===== src/rtl/iobank_frz_pkg.sv =====
package iobank_frz_pkg;

  typedef struct packed {
    logic slew_lim_n;
    logic weak_pu_n;
    logic tristate_n;
    logic bushold_n;
    logic cfg_done;
    logic vreg_rst;
    logic term_rst;
    logic dll_rst;
    logic cal_bias_en;
  } ctrl_t;

  typedef enum logic [3:0] {
    STP_NONE = 4'd0,
    STP_F1   = 4'd1,
    STP_F2   = 4'd2,
    STP_F3   = 4'd3,
    STP_T1   = 4'd4,
    STP_T2   = 4'd5,
    STP_T3   = 4'd6,
    STP_T4   = 4'd7,
    STP_T5   = 4'd8,
    STP_T6   = 4'd9
  } step_e;

  // parked state of every control line
  function automatic ctrl_t ctrl_parked();
    ctrl_t c;
    c.slew_lim_n  = 1'b0;
    c.weak_pu_n   = 1'b0;
    c.tristate_n  = 1'b0;
    c.bushold_n   = 1'b0;
    c.cfg_done    = 1'b0;
    c.vreg_rst    = 1'b1;
    c.term_rst    = 1'b1;
    c.dll_rst     = 1'b1;
    c.cal_bias_en = 1'b0;
    return c;
  endfunction

  // effect of one step on the control lines
  function automatic ctrl_t ctrl_apply(ctrl_t c, step_e s);
    ctrl_t n;
    n = c;
    case (s)
      STP_F1: begin
        n.slew_lim_n = 1'b0;
        n.weak_pu_n  = 1'b0;
        n.tristate_n = 1'b0;
      end
      STP_F2: begin
        n.bushold_n = 1'b0;
        n.cfg_done  = 1'b0;
        n.vreg_rst  = 1'b1;
        n.term_rst  = 1'b1;
      end
      STP_F3: begin
        n.cal_bias_en = 1'b0;
        n.dll_rst     = 1'b1;
      end
      STP_T1: n.dll_rst = 1'b0;
      STP_T2: n.cal_bias_en = 1'b1;
      STP_T3: begin
        n.bushold_n = 1'b1;
        n.cfg_done  = 1'b1;
        n.term_rst  = 1'b0;
      end
      STP_T4: begin
        n.weak_pu_n  = 1'b1;
        n.tristate_n = 1'b1;
      end
      STP_T5: n.vreg_rst = 1'b0;
      STP_T6: n.slew_lim_n = 1'b1;
      default: n = c;
    endcase
    return n;
  endfunction

  // wait length that follows a step (0: none, sequence ends)
  function automatic int unsigned wait_after(step_e s, int unsigned gap,
                                             int unsigned lng, int unsigned sht);
    case (s)
      STP_F1, STP_F2, STP_T1, STP_T4, STP_T5: return gap;
      STP_T2: return lng;
      STP_T3: return sht;
      default: return 0;
    endcase
  endfunction

  // whether the wait after a step counts oscillator ticks
  function automatic logic wait_on_tick(step_e s);
    return (s == STP_T2) || (s == STP_T3);
  endfunction

  function automatic int unsigned at_least_one(int unsigned v);
    return (v == 0) ? 1 : v;
  endfunction

endpackage


===== src/rtl/iobank_frz_req_gate.sv =====
module iobank_frz_req_gate (
  input  logic freeze_req,
  input  logic thaw_req,
  input  logic busy,
  input  logic frozen,
  output logic start_freeze,
  output logic start_thaw,
  output logic drop_req
);
  always_comb begin
    start_freeze = freeze_req && !busy && !frozen;
    start_thaw   = thaw_req && !busy && frozen;
    drop_req     = (freeze_req || thaw_req) && !start_freeze && !start_thaw;
  end
endmodule


===== src/rtl/iobank_frz_timer.sv =====
module iobank_frz_timer #(
  parameter int CNT_W = 10
) (
  input  logic             clk,
  input  logic             rst_n,
  input  logic             load,
  input  logic [CNT_W-1:0] load_val,
  input  logic             load_tick,
  input  logic             osc_tick,
  output logic             fire
);
  logic [CNT_W-1:0] cnt_q;
  logic             tick_mode_q;
  logic             step_en;

  assign step_en = tick_mode_q ? osc_tick : 1'b1;
  assign fire    = (cnt_q == CNT_W'(1)) && step_en;

  always_ff @(posedge clk or negedge rst_n) begin
    if (!rst_n) begin
      cnt_q       <= '0;
      tick_mode_q <= 1'b0;
    end else if (load) begin
      cnt_q       <= load_val;
      tick_mode_q <= load_tick;
    end else if (step_en && (cnt_q != '0)) begin
      cnt_q <= cnt_q - CNT_W'(1);
    end
  end
endmodule


===== src/rtl/iobank_frz_fsm.sv =====
module iobank_frz_fsm
  import iobank_frz_pkg::*;
#(
  parameter int GAP_CYC     = 5,
  parameter int LONG_TICKS  = 1000,
  parameter int SHORT_TICKS = 33,
  parameter int CNT_W       = 10
) (
  input  logic             clk,
  input  logic             rst_n,
  input  logic             start_freeze,
  input  logic             start_thaw,
  input  logic             fire,
  output step_e            step_now,
  output logic             load,
  output logic [CNT_W-1:0] load_val,
  output logic             load_tick,
  output logic             busy
);
  typedef enum logic [2:0] {
    S_IDLE, S_F_G1, S_F_G2, S_T_G1, S_T_LONG, S_T_SHORT, S_T_G4, S_T_G5
  } st_e;

  localparam int unsigned GAP_L   = at_least_one(GAP_CYC);
  localparam int unsigned LONG_L  = at_least_one(LONG_TICKS);
  localparam int unsigned SHORT_L = at_least_one(SHORT_TICKS);

  st_e st_q, st_d;

  always_comb begin
    step_now = STP_NONE;
    st_d     = st_q;
    case (st_q)
      S_IDLE: begin
        if (start_freeze) begin
          step_now = STP_F1; st_d = S_F_G1;
        end else if (start_thaw) begin
          step_now = STP_T1; st_d = S_T_G1;
        end
      end
      S_F_G1:    if (fire) begin step_now = STP_F2; st_d = S_F_G2;    end
      S_F_G2:    if (fire) begin step_now = STP_F3; st_d = S_IDLE;    end
      S_T_G1:    if (fire) begin step_now = STP_T2; st_d = S_T_LONG;  end
      S_T_LONG:  if (fire) begin step_now = STP_T3; st_d = S_T_SHORT; end
      S_T_SHORT: if (fire) begin step_now = STP_T4; st_d = S_T_G4;    end
      S_T_G4:    if (fire) begin step_now = STP_T5; st_d = S_T_G5;    end
      S_T_G5:    if (fire) begin step_now = STP_T6; st_d = S_IDLE;    end
      default:   st_d = S_IDLE;
    endcase
  end

  always_comb begin
    load_val  = CNT_W'(wait_after(step_now, GAP_L, LONG_L, SHORT_L));
    load_tick = wait_on_tick(step_now);
    load      = (step_now != STP_NONE);
  end

  always_ff @(posedge clk or negedge rst_n) begin
    if (!rst_n) st_q <= S_IDLE;
    else        st_q <= st_d;
  end

  assign busy = (st_q != S_IDLE);
endmodule


===== src/rtl/iobank_frz_ctrl_reg.sv =====
module iobank_frz_ctrl_reg
  import iobank_frz_pkg::*;
(
  input  logic  clk,
  input  logic  rst_n,
  input  step_e step_now,
  output ctrl_t ctrl,
  output logic  frozen
);
  always_ff @(posedge clk or negedge rst_n) begin
    if (!rst_n) begin
      ctrl   <= ctrl_parked();
      frozen <= 1'b1;
    end else begin
      ctrl <= ctrl_apply(ctrl, step_now);
      if (step_now == STP_F3)      frozen <= 1'b1;
      else if (step_now == STP_T6) frozen <= 1'b0;
    end
  end
endmodule


===== src/rtl/iobank_frz_seq.sv =====
module iobank_frz_seq
  import iobank_frz_pkg::*;
#(
  parameter int GAP_CYC     = 5,
  parameter int LONG_TICKS  = 1000,
  parameter int SHORT_TICKS = 33
) (
  input  logic clk,
  input  logic rst_n,
  input  logic freeze_req,
  input  logic thaw_req,
  input  logic osc_tick,
  output logic slew_lim_n,
  output logic weak_pu_n,
  output logic tristate_n,
  output logic bushold_n,
  output logic cfg_done,
  output logic vreg_rst,
  output logic term_rst,
  output logic dll_rst,
  output logic cal_bias_en,
  output logic frozen,
  output logic busy
);
  localparam int MAX_A = (GAP_CYC > LONG_TICKS) ? GAP_CYC : LONG_TICKS;
  localparam int MAX_W = (MAX_A > SHORT_TICKS) ? MAX_A : SHORT_TICKS;
  localparam int CNT_W = $clog2(MAX_W + 2);

  logic             start_freeze, start_thaw, drop_req;
  logic             timer_fire, load, load_tick;
  logic [CNT_W-1:0] load_val;
  step_e            step_now;
  ctrl_t            ctrl;

  iobank_frz_req_gate u_gate (
    .freeze_req  (freeze_req),
    .thaw_req    (thaw_req),
    .busy        (busy),
    .frozen      (frozen),
    .start_freeze(start_freeze),
    .start_thaw  (start_thaw),
    .drop_req    (drop_req)
  );

  iobank_frz_fsm #(
    .GAP_CYC(GAP_CYC), .LONG_TICKS(LONG_TICKS),
    .SHORT_TICKS(SHORT_TICKS), .CNT_W(CNT_W)
  ) u_fsm (
    .clk         (clk),
    .rst_n       (rst_n),
    .start_freeze(start_freeze),
    .start_thaw  (start_thaw),
    .fire        (timer_fire),
    .step_now    (step_now),
    .load        (load),
    .load_val    (load_val),
    .load_tick   (load_tick),
    .busy        (busy)
  );

  iobank_frz_timer #(.CNT_W(CNT_W)) u_timer (
    .clk      (clk),
    .rst_n    (rst_n),
    .load     (load),
    .load_val (load_val),
    .load_tick(load_tick),
    .osc_tick (osc_tick),
    .fire     (timer_fire)
  );

  iobank_frz_ctrl_reg u_ctrl (
    .clk     (clk),
    .rst_n   (rst_n),
    .step_now(step_now),
    .ctrl    (ctrl),
    .frozen  (frozen)
  );

  assign slew_lim_n  = ctrl.slew_lim_n;
  assign weak_pu_n   = ctrl.weak_pu_n;
  assign tristate_n  = ctrl.tristate_n;
  assign bushold_n   = ctrl.bushold_n;
  assign cfg_done    = ctrl.cfg_done;
  assign vreg_rst    = ctrl.vreg_rst;
  assign term_rst    = ctrl.term_rst;
  assign dll_rst     = ctrl.dll_rst;
  assign cal_bias_en = ctrl.cal_bias_en;
endmodule


===== config.mk =====
export PLATFORM = sky130hd
export DESIGN_NAME = iobank_frz_seq
export DESIGN_NICKNAME = d
export VERILOG_FILES = /design/src/rtl/iobank_frz_pkg.sv /design/src/rtl/iobank_frz_req_gate.sv /design/src/rtl/iobank_frz_timer.sv /design/src/rtl/iobank_frz_fsm.sv /design/src/rtl/iobank_frz_ctrl_reg.sv /design/src/rtl/iobank_frz_seq.sv
export SDC_FILE = /design/constraint.sdc
export NUM_CORES = 1
export LEC_CHECK = 0
export BUFFER_PORTS_ARGS = -buffer_cell sky130_fd_sc_hd__clkbuf_2
export CORE_ASPECT_RATIO = 1.4
export CORE_MARGIN = 10
export CORE_UTILIZATION = 50
export CTS_BUF_LIST = sky130_fd_sc_hd__clkbuf_4
export DETAILED_ROUTE_END_ITERATION = 8
export PLACE_DENSITY_LB_ADDON = 0.2
export SLEW_MARGIN = 20
export SYNTH_ARGS = -nofsm -noshare
export SYNTH_HDL_FRONTEND = slang
export SYNTH_SLANG_ARGS = --single-unit

===== constraint.sdc =====
create_clock -name clk -period 1.93 [get_ports clk]
set_input_delay 0.0965 -clock clk [delete_from_list [all_inputs] [get_ports clk]]
set_output_delay 0.0965 -clock clk [all_outputs]
set_load 0.005 [all_outputs]

**Word-level counts from Yosys, hierarchy flattened**

Cells that the tools add are included.

- Shift-type cells: 0
- Bitwise logic cells: 0
- Div/mod/pow operators: 0
- Order comparisons: 0
- Multiply operators: 0
- Reduce and logical (&&, ||, !) cells: 24
- $add $sub $neg: 1
- Mux-type cells: 32
- Eq/ne operators: 24

Operators with widths:

| cell | count |
|---|---|
| 3-bit 2-to-1 mux | 12 |
| 4-bit case mux with 8 select lines | 1 |
| 10-bit case mux with 3 select lines | 1 |
| 3-bit case mux with 7 select lines | 1 |
| 10-bit 2-to-1 mux | 2 |
| 4-bit by 3-bit == test with 1-bit output, second input constant | 4 |
| 2-bit nonzero test | 8 |
| 3-bit == test, second input constant | 4 |
| 4-bit 2-to-1 mux | 3 |
| 10-bit by 1-bit == test with 1-bit output, second input constant | 1 |
| 2-bit != test, second input constant | 5 |
| 1-bit case mux with 2 select lines | 5 |
| 10-bit nonzero test | 1 |
| 10-bit by 1-bit subtractor with 10-bit output, second input constant | 1 |
| 4-bit by 2-bit == test with 1-bit output, second input constant | 2 |
| 4-bit == test, second input constant | 2 |
| 2-bit case mux with 2 select lines | 2 |
| 7-bit AND reduction | 1 |
| 3-bit by 2-bit == test with 1-bit output, second input constant | 2 |
| 1-bit logical AND | 6 |
| 5-bit OR reduction | 1 |
| 4-bit by 1-bit == test with 1-bit output, second input constant | 1 |
| 2-bit 2-to-1 mux | 2 |
| 4-bit nonzero test | 1 |
| 9 further kinds | 12 |

- Register bits: 24
- Memories kept: 0
- Memory bits (read-only): 0
- Bits in latches: 0
- Bits in writable memories: 0
- Input port bits: 5
- Output and inout bits: 11

**Depth between registers and ports, before layout**

- Depth after elaboration: 11
- Depth in mapped cells: 7
- Gate-level depth less buffers: 6

**Cells and area by module**

A second synthesis with hierarchy kept.

- Cell total of the unflattened synthesis: 172
- Area total of the unflattened synthesis: 1541.5 um^2

By module, submodules not included:

| module | area each (um^2) | cells an instance | seq. area each (um^2) | instances |
|---|---|---|---|---|
| iobank_frz_timer | 774.5 | 86 | 275.3 | 1 |
| iobank_frz_ctrl_reg | 381.6 | 34 | 205.2 | 1 |
| iobank_frz_fsm | 360.3 | 48 | 75.1 | 1 |
| iobank_frz_req_gate | 25.0 | 4 | 0.0 | 1 |

**Worst setup path before layout**

No wires, ideal clock.

- Kind: reg-to-reg
- Start: register u_timer.cnt_q[3]
- End: register u_timer.cnt_q[0]
- Data required time: 1803 ps
- Path buffers: 1
- Data arrival time: 1715 ps
- Setup slack: 88 ps
- Cell stages (with the launch flop): 7
- Setup time: 127 ps
- Path through: dfrtp_1 nor4_4 and4_1 buf_6 a21o_2 a21oi_1 o32a_2

- Longest elaborated chain between the ends: 8
- Elaborated cells between the ends (all ways): 24
- Those cells by class: eq/ne (8); mux (10); reduce/logical (6)

RTL lines:

| element | RTL line | RTL |
|---|---|---|
| start, declared | iobank_frz_timer.sv:12 | `logic [CNT_W-1:0] cnt_q;` |
| start signal, assigned | iobank_frz_timer.sv:24 | `cnt_q <= load_val;` |
| start signal, assigned | iobank_frz_timer.sv:27 | `cnt_q <= cnt_q - CNT_W'(1);` |
| 10-bit by 1-bit == test with 1-bit output | iobank_frz_timer.sv:17 | `assign fire = (cnt_q == CNT_W'(1)) && step_en;` |
| 1-bit logical AND | iobank_frz_timer.sv:17 |  |
| 4-bit 2-to-1 mux, or another cell as far along | iobank_frz_fsm.sv:47 | `S_T_G5: if (fire) begin step_now = STP_T6; st_d = S_IDLE; end` |
| 4-bit case mux with 8 select lines | iobank_frz_fsm.sv:33 | `case (st_q)` |
| 4-bit == test, or another cell as far along | iobank_frz_pkg.sv:84 | `case (s)` |
| 5-bit OR reduction | iobank_frz_pkg.sv:84 |  |
| 10-bit case mux with 3 select lines | iobank_frz_pkg.sv:84 |  |
| 10-bit 2-to-1 mux | iobank_frz_timer.sv:23 | `end else if (load) begin` |

Parallel ways exist; a longest one is shown, timed or not.
A chain may end at the register's enable or synchronous reset.

**Final worst setup path**

- Start: register u_timer.cnt_q[8]
- End: register u_timer.cnt_q[7]

Same word-level chain as after synthesis.

==> metrics.md <==
| Metric | Value |
|---|---|
| CP most frequent cell | buf_4 |
| CP Cell Sequence | nor4_4 > buf_4 > nand4_1 > nor2_2 > buf_4 > o21a_1 > o22a_1 |
| Seq cells post-synth | 22 |
| Vias | 1,262 |
| Ys flop type | dfrtp_1 |
| Synth unique cells | 46 |
| First-pass GRT wire length | approximately 5700 microns |
| Die Ht | 80.9 microns |
| PD cells | between 1000 and 1500 mW/mm^2 |
| Number of placement rows | 22 |
| Fmax | 0.525 GHz |
| Total grt overflow | 0 |
| Final Setup Violations | 0 |
| Top-Level Pins | 16 |
| Worst path required time | 2.18 ns |
| Initial core utilization | 51.2% |
| GR Util All Layers | 13.3% |
| Clk buf depth | 2 |
| Clk_skew | approximately 0.0052 ns |
| H-Tree Depth | 1 |
| Commonest non-fill, non-tap cell in the layout | buf_4 |
| Tcrit/Tclk final | 98.8% |
| TritonCTS clock tree | yes |
| Worst Tran Pin Value | roughly 0.54 ns |
| R2R Path End | u_timer.cnt_q[7]$_DFFE_PN0P_ |
| Worst Setup EP | u_timer.cnt_q[7]$_DFFE_PN0P_ |
| Layout cells sized above 1 | approximately 34% |
| CP max stage delay | 0.45 ns |
| Fillers | 231 |
| Post-synth EDFFs | 0 |
| Core Box Area | 0.00259 sq mm |
| Antenna Nets Post-Route | 0 |
| Syn_area_per_cell | 9.01 sq um |
| TNS Setup | 0 ns |
| Reg2Reg Depth | 7 |
| Die area | 0.00514 sq mm |
| Mapped cell area | 0.00133 sq mm |
| Reg2reg start | u_timer.cnt_q[8]$_DFFE_PN0P_ |
| Outcome | completed |
| Root Driver | clkbuf_4 |
| Area Overhead vs Synth | 24.9% |
| CP Class | reg2reg |
| Num CTS Buffers | 3 |
| Yosys warns | 0 |
| Max-cap violations | 0 |
| Peak supply drop | between 0.7 and 0.8 mV |
| Clock latency at the later pin of the worst-skew pair | 0.31 ns |
| Routed len/inst | 16.0 microns |
| HPWL Detailed | 2550 microns |
| Worst path slowest cell | dfrtp_1 |
| Via density | between 5 and 6 |
| Hold Slack | between 0.15 and 0.2 ns |
| Slew headroom | between 60% and 70% |
| Reg2reg setup slack | 0.02 ns |
| DRC | 0 |
| Gate Count Post-Synth | 147 |
| Gpl congestion | 0.927 |
| Min-delay worst type | in2reg |
| Initial DRC count | 62 |
| Final hold vios | 0 |
| Largest net degree at the start of global routing | 23 |
| Worst Setup SP | u_timer.cnt_q[8]$_DFFE_PN0P_ |
| Hold Path Cell Cnt | 4 |
| CP Capture Type | flop |
| Ys async rst share | 100% |
| # diodes | 0 |
| Lkg Pwr | 0.698 nW |
| PortBufs | 15 |
| DRT Pass-1 Iters | 4 |
| Worst-path clk slew | 0.11 ns |
| Max FO, Critical Path | 6 |
| Fin. max-slew vios | 0 |
| Initial antenna violation count | 0 |
| Vias in the first global route | ~1,300 |
| Total Power | 1.84 mW |
| Most frequent cells in the layout | buf_4, dfrtp_1, clkbuf_2, o21ai_0, a21oi_1 |
| RSZ-0062 raised after global routing | true |
| CP Launch Type | flop |
| Nets@finish | about 190 |
| CTS Sinks | 22 |
| Routed WL | 3450 microns |
| Die width | 63.5 microns |
| Critical Path AT | roughly 2.2 ns |
| Synth Net Count | 155 |
| Seq/Total Area, Yosys | 41.9% |
| Tmin final | 1.91 ns |
per-layer routing:
| layer | share of wire, % | up-vias | global-route usage [%] |
|---|---|---|---|
| met5 | 0 | - | 0 |
| met4 | 2.5 | 0 | 7.89 |
| met3 | 6.2 | 9 | 3.58 |
| met2 | 53 | 41 | 24.1 |
| met1 | 39 | 607 | 13.5 |
| li1 | - | 605 | - |
synth_stat cells, types with 3 or more instances:
cell / instances / area (sq um)
nor2_1: 15 / 56.3
dfstp_2: 4 / 105
dfrtp_1: 18 / 450
nand3_1: 6 / 30.0
nand2_1: 10 / 37.5
nor3_1: 4 / 20.0
ha_1: 3 / 37.5
a21oi_1: 12 / 60.1
inv_1: 7 / 26.3
nand2b_1: 3 / 18.8
a31oi_1: 3 / 18.8
o21ai_0: 17 / 85.1
clkbuf_1: 3 / 11.3
flip-flops by register name (all words and copies together), names as in the netlist:
signal and cells:
u_ctrl.ctrl 7, u_ctrl.frozen 1, u_fsm.st_q 3, u_timer.cnt_q 10
u_timer.tick_mode_q 1
logic make-up (layout without fill, tap and decap cells):
logic type	after synthesis	after routing	synth area share (%)
fa+ha+maj	3	3	2.83
buf+inv	14	47	5.19
simple gates	53	53	21.9
mux	1	1	0.850
flops	22	22	41.9
xor+xnor	2	2	1.32
compound gates	52	52	26.0
cell type report:
| cell class | instances | area, sq um | share of cell area [%] |
|---|---|---|---|
| repair buffers | 36 | 239 | 14.4 |
| clock buffers | 3 | 22.5 | 1.36 |
| flip-flops and latches | 22 | 557 | 33.6 |
| inverters | 7 | 26.3 | 1.59 |
| clock inverters | 1 | 3.75 | 0.227 |
| multi-input cells | 111 | 762 | 46.0 |
| well taps | 36 | 45.0 | 2.72 |
power by group:
| group | internal [mW] | switching, mW |
|---|---|---|
| sequential | 0.593 | 0.147 |
| combinational | 0.413 | 0.467 |
| clock | 0.0757 | 0.140 |
stage by stage:
step / instances / cell area [sq um] / util, % / setup WS, ns
2_1_floorplan: 147 / 1330 / - / 0.0884
3_3_place_gp: 205 / 1510 / 58.3 / 0.0583
3_5_place_dp: 205 / 1510 / 58.3 / 0.0523
4_1_cts: 210 / 1540 / 59.7 / 0.0316
5_1_grt: 216 / 1660 / 64.0 / -0.153
6_report: 216 / 1660 / 64.0 / 0.0238
timing repair:
action,4_1_cts,5_1_grt
hold buffers,1,0
endpoints found under the setup margin,0,15
setup buffers,0,6
gates resized for setup,0,20
hold endpoints to repair,18,0
how the worst min path moves through the flow:
stage / start / endpoint / slack (ns)
after floorplan: rst_n / u_ctrl.ctrl[0]$_DFFE_PN0P_ / -0.20
after global placement: rst_n / u_fsm.st_q[2]$_DFFE_PN0P_ / 0.10
after detailed placement: rst_n / u_fsm.st_q[2]$_DFFE_PN0P_ / 0.10
after CTS: thaw_req / u_ctrl.ctrl[1]$_DFFE_PN1P_ / 0.15
after global routing: thaw_req / u_ctrl.ctrl[1]$_DFFE_PN1P_ / 0.19
final: thaw_req / u_ctrl.ctrl[1]$_DFFE_PN1P_ / 0.19
critical path, delay by kind of cell (launching register included):
kind / cells / cell delay (ns)
buffers and inverters: 2 / 0.32
DFF: 1 / 0.45
and+or+nand+nor: 3 / 0.87
AOI/OAI and AO/OA: 2 / 0.21
Note: power is estimated with default switching activity, not from simulation.
